==> src/rtl/warm_rst_pkg.sv <==
package warm_rst_pkg;

    typedef enum logic [2:0] {
        ST_IDLE     = 3'd0,
        ST_DRIVE    = 3'd1,
        ST_RELEASE  = 3'd2,
        ST_EXT_WAIT = 3'd3,
        ST_EXT_ON   = 3'd4,
        ST_EXT_OFF  = 3'd5
    } wrst_state_e;

    localparam logic [1:0] ADDR_ENABLE = 2'd0;
    localparam logic [1:0] ADDR_TIMING = 2'd1;
    localparam logic [1:0] ADDR_CMD    = 2'd2;
    localparam logic [1:0] ADDR_CAUSE  = 2'd3;

    localparam int CMD_SW_BIT  = 0;
    localparam int CMD_CLR_BIT = 1;

    localparam int CODE_W      = 4;
    localparam int PULSE_LSB   = 0;
    localparam int RELEASE_LSB = 4;
    localparam int ASSERT_LSB  = 8;

endpackage

==> src/rtl/wrst_sync.sv <==
module wrst_sync #(
    parameter int STAGES = 2
) (
    input  logic clk_i,
    input  logic rst_ni,
    input  logic d_i,
    output logic q_o
);
    logic [STAGES-1:0] chain_d, chain_q;

    always_comb begin
        chain_d = {chain_q[STAGES-2:0], d_i};
    end

    always_ff @(posedge clk_i or negedge rst_ni) begin
        if (!rst_ni) chain_q <= '1;
        else         chain_q <= chain_d;
    end

    assign q_o = chain_q[STAGES-1];
endmodule

==> src/rtl/wrst_timer.sv <==
module wrst_timer #(
    parameter int TICKS  = 125,
    parameter int CODE_W = 4
) (
    input  logic              clk_i,
    input  logic              rst_ni,
    input  logic              start_i,
    input  logic [CODE_W-1:0] code_i,
    output logic              done_o
);
    localparam int CNT_W = $clog2(TICKS + 1) + (2 ** CODE_W);

    typedef struct packed {
        logic             busy;
        logic [CNT_W-1:0] cnt;
    } tmr_t;

    tmr_t tmr_d, tmr_q;

    always_comb begin
        tmr_d = tmr_q;
        if (start_i) begin
            tmr_d.busy = 1'b1;
            tmr_d.cnt  = (CNT_W'(TICKS) << code_i) - CNT_W'(1);
        end else if (tmr_q.busy) begin
            if (tmr_q.cnt == '0) tmr_d.busy = 1'b0;
            else                 tmr_d.cnt  = tmr_q.cnt - CNT_W'(1);
        end
    end

    always_ff @(posedge clk_i or negedge rst_ni) begin
        if (!rst_ni) tmr_q <= '0;
        else         tmr_q <= tmr_d;
    end

    assign done_o = tmr_q.busy && (tmr_q.cnt == '0);

    a_r5_count_down: assert property (@(posedge clk_i) disable iff (!rst_ni)
        (tmr_q.busy && tmr_q.cnt != '0 && !start_i) |=> (tmr_q.cnt == $past(tmr_q.cnt) - CNT_W'(1)));
endmodule

==> src/rtl/warm_rst_ctrl.sv <==
module warm_rst_ctrl
    import warm_rst_pkg::*;
#(
    parameter int NUM_SRC = 4,
    parameter int TICKS   = 125,
    parameter int DATA_W  = 12
) (
    input  logic               clk_i,
    input  logic               rst_ni,
    input  logic [NUM_SRC-1:0] src_req_i,
    input  logic               wr_en_i,
    input  logic [1:0]         wr_addr_i,
    input  logic [DATA_W-1:0]  wr_data_i,
    input  logic [1:0]         rd_addr_i,
    output logic [DATA_W-1:0]  rd_data_o,
    input  logic               pad_i,
    output logic               pad_oe_o,
    output logic               warm_rst_o
);
    localparam int CAUSE_W = NUM_SRC + 2;
    localparam int SW_BIT  = NUM_SRC;
    localparam int EXT_BIT = NUM_SRC + 1;
    localparam int TIM_W   = 3 * CODE_W;

    typedef struct packed {
        wrst_state_e        state;
        logic [NUM_SRC-1:0] en;
        logic [TIM_W-1:0]   tim;
        logic [CAUSE_W-1:0] cause;
    } ctl_t;

    ctl_t ctl_d, ctl_q;

    logic              pad_s;
    logic              tmr_start;
    logic [CODE_W-1:0] tmr_code;
    logic              tmr_done;
    logic              sw_req, clr_req;
    logic [NUM_SRC-1:0] trig_vec;
    logic [CAUSE_W-1:0] cause_set;

    wrst_sync #(.STAGES(2)) u_sync (
        .clk_i  (clk_i),
        .rst_ni (rst_ni),
        .d_i    (pad_i),
        .q_o    (pad_s)
    );

    wrst_timer #(.TICKS(TICKS), .CODE_W(CODE_W)) u_timer (
        .clk_i   (clk_i),
        .rst_ni  (rst_ni),
        .start_i (tmr_start),
        .code_i  (tmr_code),
        .done_o  (tmr_done)
    );

    assign sw_req   = wr_en_i && (wr_addr_i == ADDR_CMD) && wr_data_i[CMD_SW_BIT];
    assign clr_req  = wr_en_i && (wr_addr_i == ADDR_CMD) && wr_data_i[CMD_CLR_BIT];
    assign trig_vec = src_req_i & ctl_q.en;

    always_comb begin
        ctl_d     = ctl_q;
        tmr_start = 1'b0;
        tmr_code  = '0;
        cause_set = '0;

        if (wr_en_i && wr_addr_i == ADDR_ENABLE) ctl_d.en  = wr_data_i[NUM_SRC-1:0];
        if (wr_en_i && wr_addr_i == ADDR_TIMING) ctl_d.tim = wr_data_i[TIM_W-1:0];

        unique case (ctl_q.state)
            ST_IDLE: begin
                if ((|trig_vec) || sw_req) begin
                    ctl_d.state          = ST_DRIVE;
                    tmr_start            = 1'b1;
                    tmr_code             = ctl_q.tim[PULSE_LSB +: CODE_W];
                    cause_set[NUM_SRC-1:0] = trig_vec;
                    cause_set[SW_BIT]    = sw_req;
                end else if (!pad_s) begin
                    ctl_d.state = ST_EXT_WAIT;
                    tmr_start   = 1'b1;
                    tmr_code    = ctl_q.tim[ASSERT_LSB +: CODE_W];
                end
            end
            ST_DRIVE: begin
                if (tmr_done) ctl_d.state = ST_RELEASE;
            end
            ST_RELEASE: begin
                if (pad_s) ctl_d.state = ST_IDLE;
            end
            ST_EXT_WAIT: begin
                if (pad_s) begin
                    ctl_d.state = ST_IDLE;
                end else if (tmr_done) begin
                    ctl_d.state        = ST_EXT_ON;
                    cause_set[EXT_BIT] = 1'b1;
                end
            end
            ST_EXT_ON: begin
                if (pad_s) begin
                    ctl_d.state = ST_EXT_OFF;
                    tmr_start   = 1'b1;
                    tmr_code    = ctl_q.tim[RELEASE_LSB +: CODE_W];
                end
            end
            ST_EXT_OFF: begin
                if (!pad_s)        ctl_d.state = ST_EXT_ON;
                else if (tmr_done) ctl_d.state = ST_IDLE;
            end
            default: ctl_d.state = ST_IDLE;
        endcase

        ctl_d.cause = (clr_req ? '0 : ctl_q.cause) | cause_set;
    end

    always_ff @(posedge clk_i or negedge rst_ni) begin
        if (!rst_ni) begin
            ctl_q.state <= ST_IDLE;
            ctl_q.en    <= '0;
            ctl_q.tim   <= '0;
            ctl_q.cause <= '0;
        end else begin
            ctl_q <= ctl_d;
        end
    end

    assign pad_oe_o   = (ctl_q.state == ST_DRIVE);
    assign warm_rst_o = (ctl_q.state == ST_DRIVE) || (ctl_q.state == ST_RELEASE) ||
                        (ctl_q.state == ST_EXT_ON) || (ctl_q.state == ST_EXT_OFF);

    always_comb begin
        rd_data_o = '0;
        unique case (rd_addr_i)
            ADDR_ENABLE: rd_data_o[NUM_SRC-1:0] = ctl_q.en;
            ADDR_TIMING: rd_data_o[TIM_W-1:0]   = ctl_q.tim;
            ADDR_CAUSE:  rd_data_o[CAUSE_W-1:0] = ctl_q.cause;
            default:     rd_data_o = '0;
        endcase
    end

    a_r3_oe_implies_warm: assert property (@(posedge clk_i) disable iff (!rst_ni)
        pad_oe_o |-> warm_rst_o);

    a_r2_pulse_needs_request: assert property (@(posedge clk_i) disable iff (!rst_ni)
        $rose(pad_oe_o) |-> $past((|(src_req_i & ctl_q.en)) || sw_req));

    a_r9_cause_sticky: assert property (@(posedge clk_i) disable iff (!rst_ni)
        !clr_req |=> ((ctl_q.cause & $past(ctl_q.cause)) == $past(ctl_q.cause)));

    a_r12_no_record_midway: assert property (@(posedge clk_i) disable iff (!rst_ni)
        (ctl_q.state != ST_IDLE && !clr_req) |=> (ctl_q.cause[SW_BIT:0] == $past(ctl_q.cause[SW_BIT:0])));

    a_r11_no_self_trigger: assert property (@(posedge clk_i) disable iff (!rst_ni)
        (ctl_q.state == ST_RELEASE) |=> (ctl_q.state == ST_RELEASE || ctl_q.state == ST_IDLE));
endmodule

==> config.mk <==
export PLATFORM = sky130hd
export DESIGN_NAME = warm_rst_ctrl
export DESIGN_NICKNAME = d
export VERILOG_FILES = /design/src/rtl/warm_rst_pkg.sv /design/src/rtl/wrst_sync.sv /design/src/rtl/wrst_timer.sv /design/src/rtl/warm_rst_ctrl.sv
export SDC_FILE = /design/constraint.sdc
export NUM_CORES = 1
export LEC_CHECK = 0
export CAP_MARGIN = 20
export CORE_MARGIN = 2
export CORE_UTILIZATION = 59
export DETAILED_ROUTE_END_ITERATION = 6
export PLACE_DENSITY = 0.83
export SKIP_CTS_REPAIR_TIMING = 1
export SLEW_MARGIN = 10
export SYNTH_ARGS = -nofsm -noshare
export SYNTH_HDL_FRONTEND = slang
export SYNTH_SLANG_ARGS = --single-unit
==> constraint.sdc <==
create_clock -name clk_i -period 4 [get_ports clk_i]
set_input_delay 1.2 -clock clk_i [delete_from_list [all_inputs] [get_ports clk_i]]
set_output_delay 1.2 -clock clk_i [all_outputs]
set_load 0.03 [all_outputs]
**After elaboration in Yosys (flattened, before gate mapping)**

Index checks and enable logic that the tools add are counted.

- Eq/ne operators: 16
- Shift-type cells: 1
- Bitwise gates (word level): 2
- $mul: 0
- Reduce and logical (&&, ||, !) cells: 18
- Order comparisons: 0
- Mux-type cells: 31
- Div/mod/pow operators: 0
- Add/subtract/negate cells: 2

Operators by type and width:

| cell | number |
|---|---|
| $mux 24 | 2 |
| $mux 3 | 9 |
| $logic_not 23->1 | 1 |
| $mux 23 | 1 |
| $shl 7x4->23 const A | 1 |
| $sub 23x1->23 const B | 1 |
| $sub 23x2->23 const B | 1 |
| $pmux 3 s6 | 1 |
| $mux 4 | 3 |
| $mux 6 | 2 |
| $pmux 4 s3 | 1 |
| $mux 5 | 2 |
| $pmux 4 s2 | 1 |
| $mux 1 | 7 |
| $eq 3x2->1 const B | 2 |
| $eq 3x3->1 const B | 2 |
| $logic_and 1x1->1 | 6 |
| $ne 2x1->1 const B | 3 |
| $ne 3x3->1 const B | 2 |
| $or 6x6->6 | 1 |
| $reduce_and 6->1 | 1 |
| $and 4x4->4 | 1 |
| $eq 2x1->1 const B | 2 |
| $eq 2x2->1 const B | 2 |
| other kinds (11) | 15 |

- Word-level logic and storage cells: 77
- Memory bits (read-only): 0
- Register bits: 51
- Bits in writable memories: 0
- Output and inout bits: 14
- Latch bits: 0
- Memories kept: 0
- Input bits: 24

**Depth between registers and ports, before layout**

Gate-level depths: netlist (run 1).

- Depth in word-level cells: 9
- Mapped depth: 14
- Gate-level depth less buffers: 11

**Cells and area by module**

A second synthesis (run 1) with hierarchy kept.

- Cells, all modules: 338
- Area, all modules: 3209.3 um^2

By module, submodules not included:

| module | times used | sequential area each (um^2) | area an instance (um^2) | cells each |
|---|---|---|---|---|
| wrst_timer | 1 | 600.6 | 1732.9 | 206 |
| warm_rst_ctrl | 1 | 625.6 | 1423.9 | 130 |
| wrst_sync | 1 | 52.6 | 52.6 | 2 |

**Least setup slack after synthesis (run 1)**

OpenSTA, ideal clock, no wires.

- Path kind: input to register
- Start point: input port src_req_i[1]
- End point: register u_timer.tmr_q[4] (netlist bit)
- Buffers on the path: 1
- Setup time: 0.150 ns
- Required time: 3.850 ns
- Stages on the path: 11
- Slack: 0.468 ns
- Data arrival time: 3.381 ns
- Cells stage by stage: a22oi_1 nand3_1 mux2_2 nor2_1 nor2_1 nand2_1 ha_1 clkbuf_1 nand2_1 nor4_1 a2111oi_2

- Word-level cells in the longest chain between the ends: 8
- Elaborated cells on any way between the ends: 13
- Classes of those cells: add/sub (1); eq/ne (1); shift (1); mux (5); bitwise (1); reduce/logical (4)

Ends and longest elaborated chain:

| item | RTL line | text |
|---|---|---|
| start, declared | warm_rst_ctrl.sv:10 | `input logic [NUM_SRC-1:0] src_req_i,` |
| $and 4x4->4 * | warm_rst_ctrl.sv:59 | `assign trig_vec = src_req_i & ctl_q.en;` |
| $reduce_or 4->1 * | warm_rst_ctrl.sv:72 | `if ((\|trig_vec) \|\| sw_req) begin` |
| $logic_or 1x1->1 * | warm_rst_ctrl.sv:72 |  |
| $mux 4 | warm_rst_ctrl.sv:72 |  |
| $pmux 4 s2 | warm_rst_ctrl.sv:70 | `unique case (ctl_q.state)` |
| $shl 7x4->23 | wrst_timer.sv:24 | `tmr_d.cnt = (CNT_W'(TICKS) << code_i) - CNT_W'(1);` |
| $sub 23x2->23 | wrst_timer.sv:24 |  |
| $mux 24 | wrst_timer.sv:22 | `if (start_i) begin` |
| end signal, assigned | wrst_timer.sv:33 | `else tmr_q <= tmr_d;` |
| end, declared | wrst_timer.sv:18 | `tmr_t tmr_d, tmr_q;` |

Every way passes the cells marked *; elsewhere a longest branch is shown, timed or not.
A chain may end at the register's enable or synchronous reset.

**Worst setup path in the final report (run 1)**

- Start point: input port rd_addr_i[1]
- End point: output port rd_data_o[0]

- Word-level cells in the longest chain between the ends: 2
- Elaborated cells on any way between the ends: 4
- Classes of those cells: eq/ne (2); mux (1); reduce/logical (1)

Ends and longest elaborated chain:

| item | RTL line | text |
|---|---|---|
| start, declared | warm_rst_ctrl.sv:14 | `input logic [1:0] rd_addr_i,` |
| $eq 2x2->1 (tied with other cells) | warm_rst_ctrl.sv:132 | `unique case (rd_addr_i)` |
| $pmux 4 s3 * | warm_rst_ctrl.sv:132 |  |
| end, declared | warm_rst_ctrl.sv:15 | `output logic [DATA_W-1:0] rd_data_o,` |

Marked as above.

==> reports/qor.csv, run 1 <==
metric,value,unit
status,completed,
via_per_inst,6.76,
p_total,1.16,mW
ys_seq_area_share,38.9,%
yosys-top-cells-area,"dfrtp_1, mux2_2, nor2_1, nand2_1, xor2_1",
p_clk_share,28.1,%
power.internal,0.825,mW
area_growth,17.4,%
cts.clk_slew.worst_paths,0.09,ns
drv_slew,0,
cts_root_buffer,clkbuf_8,
first_pass_iters,5,
worstSetupPathType,in2out,
power.leakage,1.63,nW
cts_buffers,5,
yosys.area.top_type,dfrtp_1,
layout_commonest_cell,dfrtp_1,
ys_ff_latch,51,
nNetsFinal,417,
power_density,300,nW/um^2
syn_nets,377,
critPathSlowestCell,clkdlybuf4s50_1,
dp_hpwl,6610,um
swShare,28.9,%
fp.dieH,78.6,um
cts_tree,yes,
cp-end-kind,output port,
netSwitchingPower,0.334,mW
routed_wl,8800,um
grt_overflow_total,0,
maxCapViolCount,0,
cp.arrival,2.61,ns
postRouteAntennaNets,0,
clk_latency,0.31,ns
ys.flop_type,dfrtp_1,
remaining_drc_errors,0,
fin_ws,0.190,ns
regArea,1280,sq um
fp.coreArea,5440,sq um
cp_max_fo,6,
grt_max_degree,30,
synth-edff-count,0,
gp_congestion,0.962,
power_frac_comb,20.6,%
grt_first_pass_wirelength,14800,um
min_period,3.81,ns
hold_violations,0,
rsz0062_at_grt,no,
htreeDepth,2,
slowest_delay,0.60,ns
drive_gt1_share,16.1,%
synth.top_cell.area_share,37.3,%
async_reset_ff_share,100,%
die_w,78.6,um
multi_input_area,1900,sq um
fin_util,70.9,%
n_fill_cell,434,
wl_per_cell,19.0,um
fmax,262,MHz
start_util,60.4,%
dpl_worst_slack,-0.169,ns
cp.buffers_inverters,2,
hp-class,reg2reg,
clock-sinks,51,
timing.final.crit_share,95.2,%
yosysWarnings,0,
required,2.80,ns
tightest_slew,0.901,ns
vias,3135,
layout_common_cells,"dfrtp_1, nor2_1, nand2_1, clkdlybuf4s50_1, buf_4",
antenna_found_initial,0,
track_usage,30.3,%
synth.avg_cell_area,9.36,sq um
critPathLaunchType,input port,
seqPwrFrac,51.2,%
synth_cells,351,
syn-cell-area,3290,sq um
synth.distinct_cells,62,
cts_buffer_depth,2,
dieArea,6180,sq um
ir_drop,253,uV
grt_pass1_vias,3140,
port_buffers,37,
antenna_cells,0,
num_rows,27,
worst_hold_slack,0.361,ns
slew_headroom,39.2,%
finalClockSkew,0.00572,ns
ioPinCount,38,
crit_family,buffers and inverters,
setup_violations,0,
path_cells,"clkdlybuf4s50_1, mux2_2, a22o_1, dlymetal6s2s_1",
drt-initial-drc-count,386,
registers in the layout (all words and copies together) (netlist names):
name and cells:
ctl_q 25, u_sync.chain_q 2, u_timer.tmr_q 24
final timing paths:
check	start	end	cells past startpoint	slack, ns
worst max-delay path	rd_addr_i[1]	rd_data_o[0]	4	0.19
worst min-delay path	u_sync.chain_q[0]	u_sync.chain_q[1]	0	0.36
worst max register to register	ctl_q[24]	u_timer.tmr_q[10]	10	0.90
worst min register to register	u_sync.chain_q[0]	u_sync.chain_q[1]	0	0.36
max in group asynchronous	rst_ni	u_sync.chain_q[0]	2	2.25
min in group asynchronous	rst_ni	ctl_q[3]	1	0.92
synthesized netlist by cell type (5+ instances only):
master,instances
o311ai_0,7
nor3_1,15
and3_1,7
mux2_2,23
nand2_1,25
nor4_1,6
a32o_1,5
a22oi_1,5
dfrtp_1,49
mux2i_1,7
xor2_1,10
o21ai_0,15
a21oi_1,7
nor2_1,28
xnor2_1,7
a22o_1,6
nand4_1,5
and2_1,6
clkbuf_1,15
nor2b_1,5
inv_1,8
nand3_1,13
a31oi_1,7
cell type report:
cell class | count | share of cell area (%)
clock buffer | 8 | 2.59
inverter | 8 | 0.778
multi-input combinational | 273 | 49.2
sequential | 51 | 33.1
tap | 72 | 2.33
timing repair buffer | 52 | 12.0
power groups by stage:
stage                     logic [mW]  registers (mW)  clock network, mW
after global routing           0.260           0.598              0.345
final                          0.239           0.594              0.326
after global placement         0.231           0.600                  0
after floorplan                0.148           0.582                  0
after detailed placement       0.238           0.602                  0
after CTS                      0.239           0.592              0.330
cell families after synthesis:
group                    synth area share [%]
AO/OA/AOI/OAI                            21.2
multiplexers                             10.0
flip-flops                               38.9
XOR/XNOR                                 4.53
buffers and inverters                    3.35
AND/OR/NAND/NOR                          21.2
adder cells (fa/ha/maj)                 0.761
metal layers:
layer | global-route usage [%] | routed length, um | up-vias
li1 | - | - | 1421
met3 | 4.94 | 594 | 28
met2 | 51.4 | 4380 | 162
met5 | 0 | 0 | -
met1 | 37.9 | 3590 | 1524
met4 | 13.3 | 240 | 0
stage by stage:
stage | area (sq um) | cells | TNS (ns)
finish | 3860 | 464 | 0
detailed placement | 3750 | 456 | -0.441
floorplan | 3290 | 351 | 0
CTS | 3850 | 464 | -0.423
global route | 3860 | 464 | 0
global placement | 3750 | 456 | -0.420
Power figures use the tool's default switching activity.
==> run 2, diff against run 1 <==
--- a/config.mk
+++ b/config.mk
@@ -5,7 +5,7 @@
 export SDC_FILE = /design/constraint.sdc
 export NUM_CORES = 1
 export LEC_CHECK = 0
-export CAP_MARGIN = 20
+export CAP_MARGIN = 15
 export CORE_MARGIN = 2
 export CORE_UTILIZATION = 59
 export DETAILED_ROUTE_END_ITERATION = 6
==> results of run 2 <==
No change in the layout: final DEF, timing and power equal those of run 1.
==> run 3, diff against run 2 <==
--- a/config.mk
+++ b/config.mk
@@ -9,6 +9,7 @@
 export CORE_MARGIN = 2
 export CORE_UTILIZATION = 59
 export DETAILED_ROUTE_END_ITERATION = 6
+export HOLD_SLACK_MARGIN = 0.06
 export PLACE_DENSITY = 0.83
 export SKIP_CTS_REPAIR_TIMING = 1
 export SLEW_MARGIN = 10
==> results of run 3 <==
No change in the layout: final DEF, timing and power equal those of run 1.
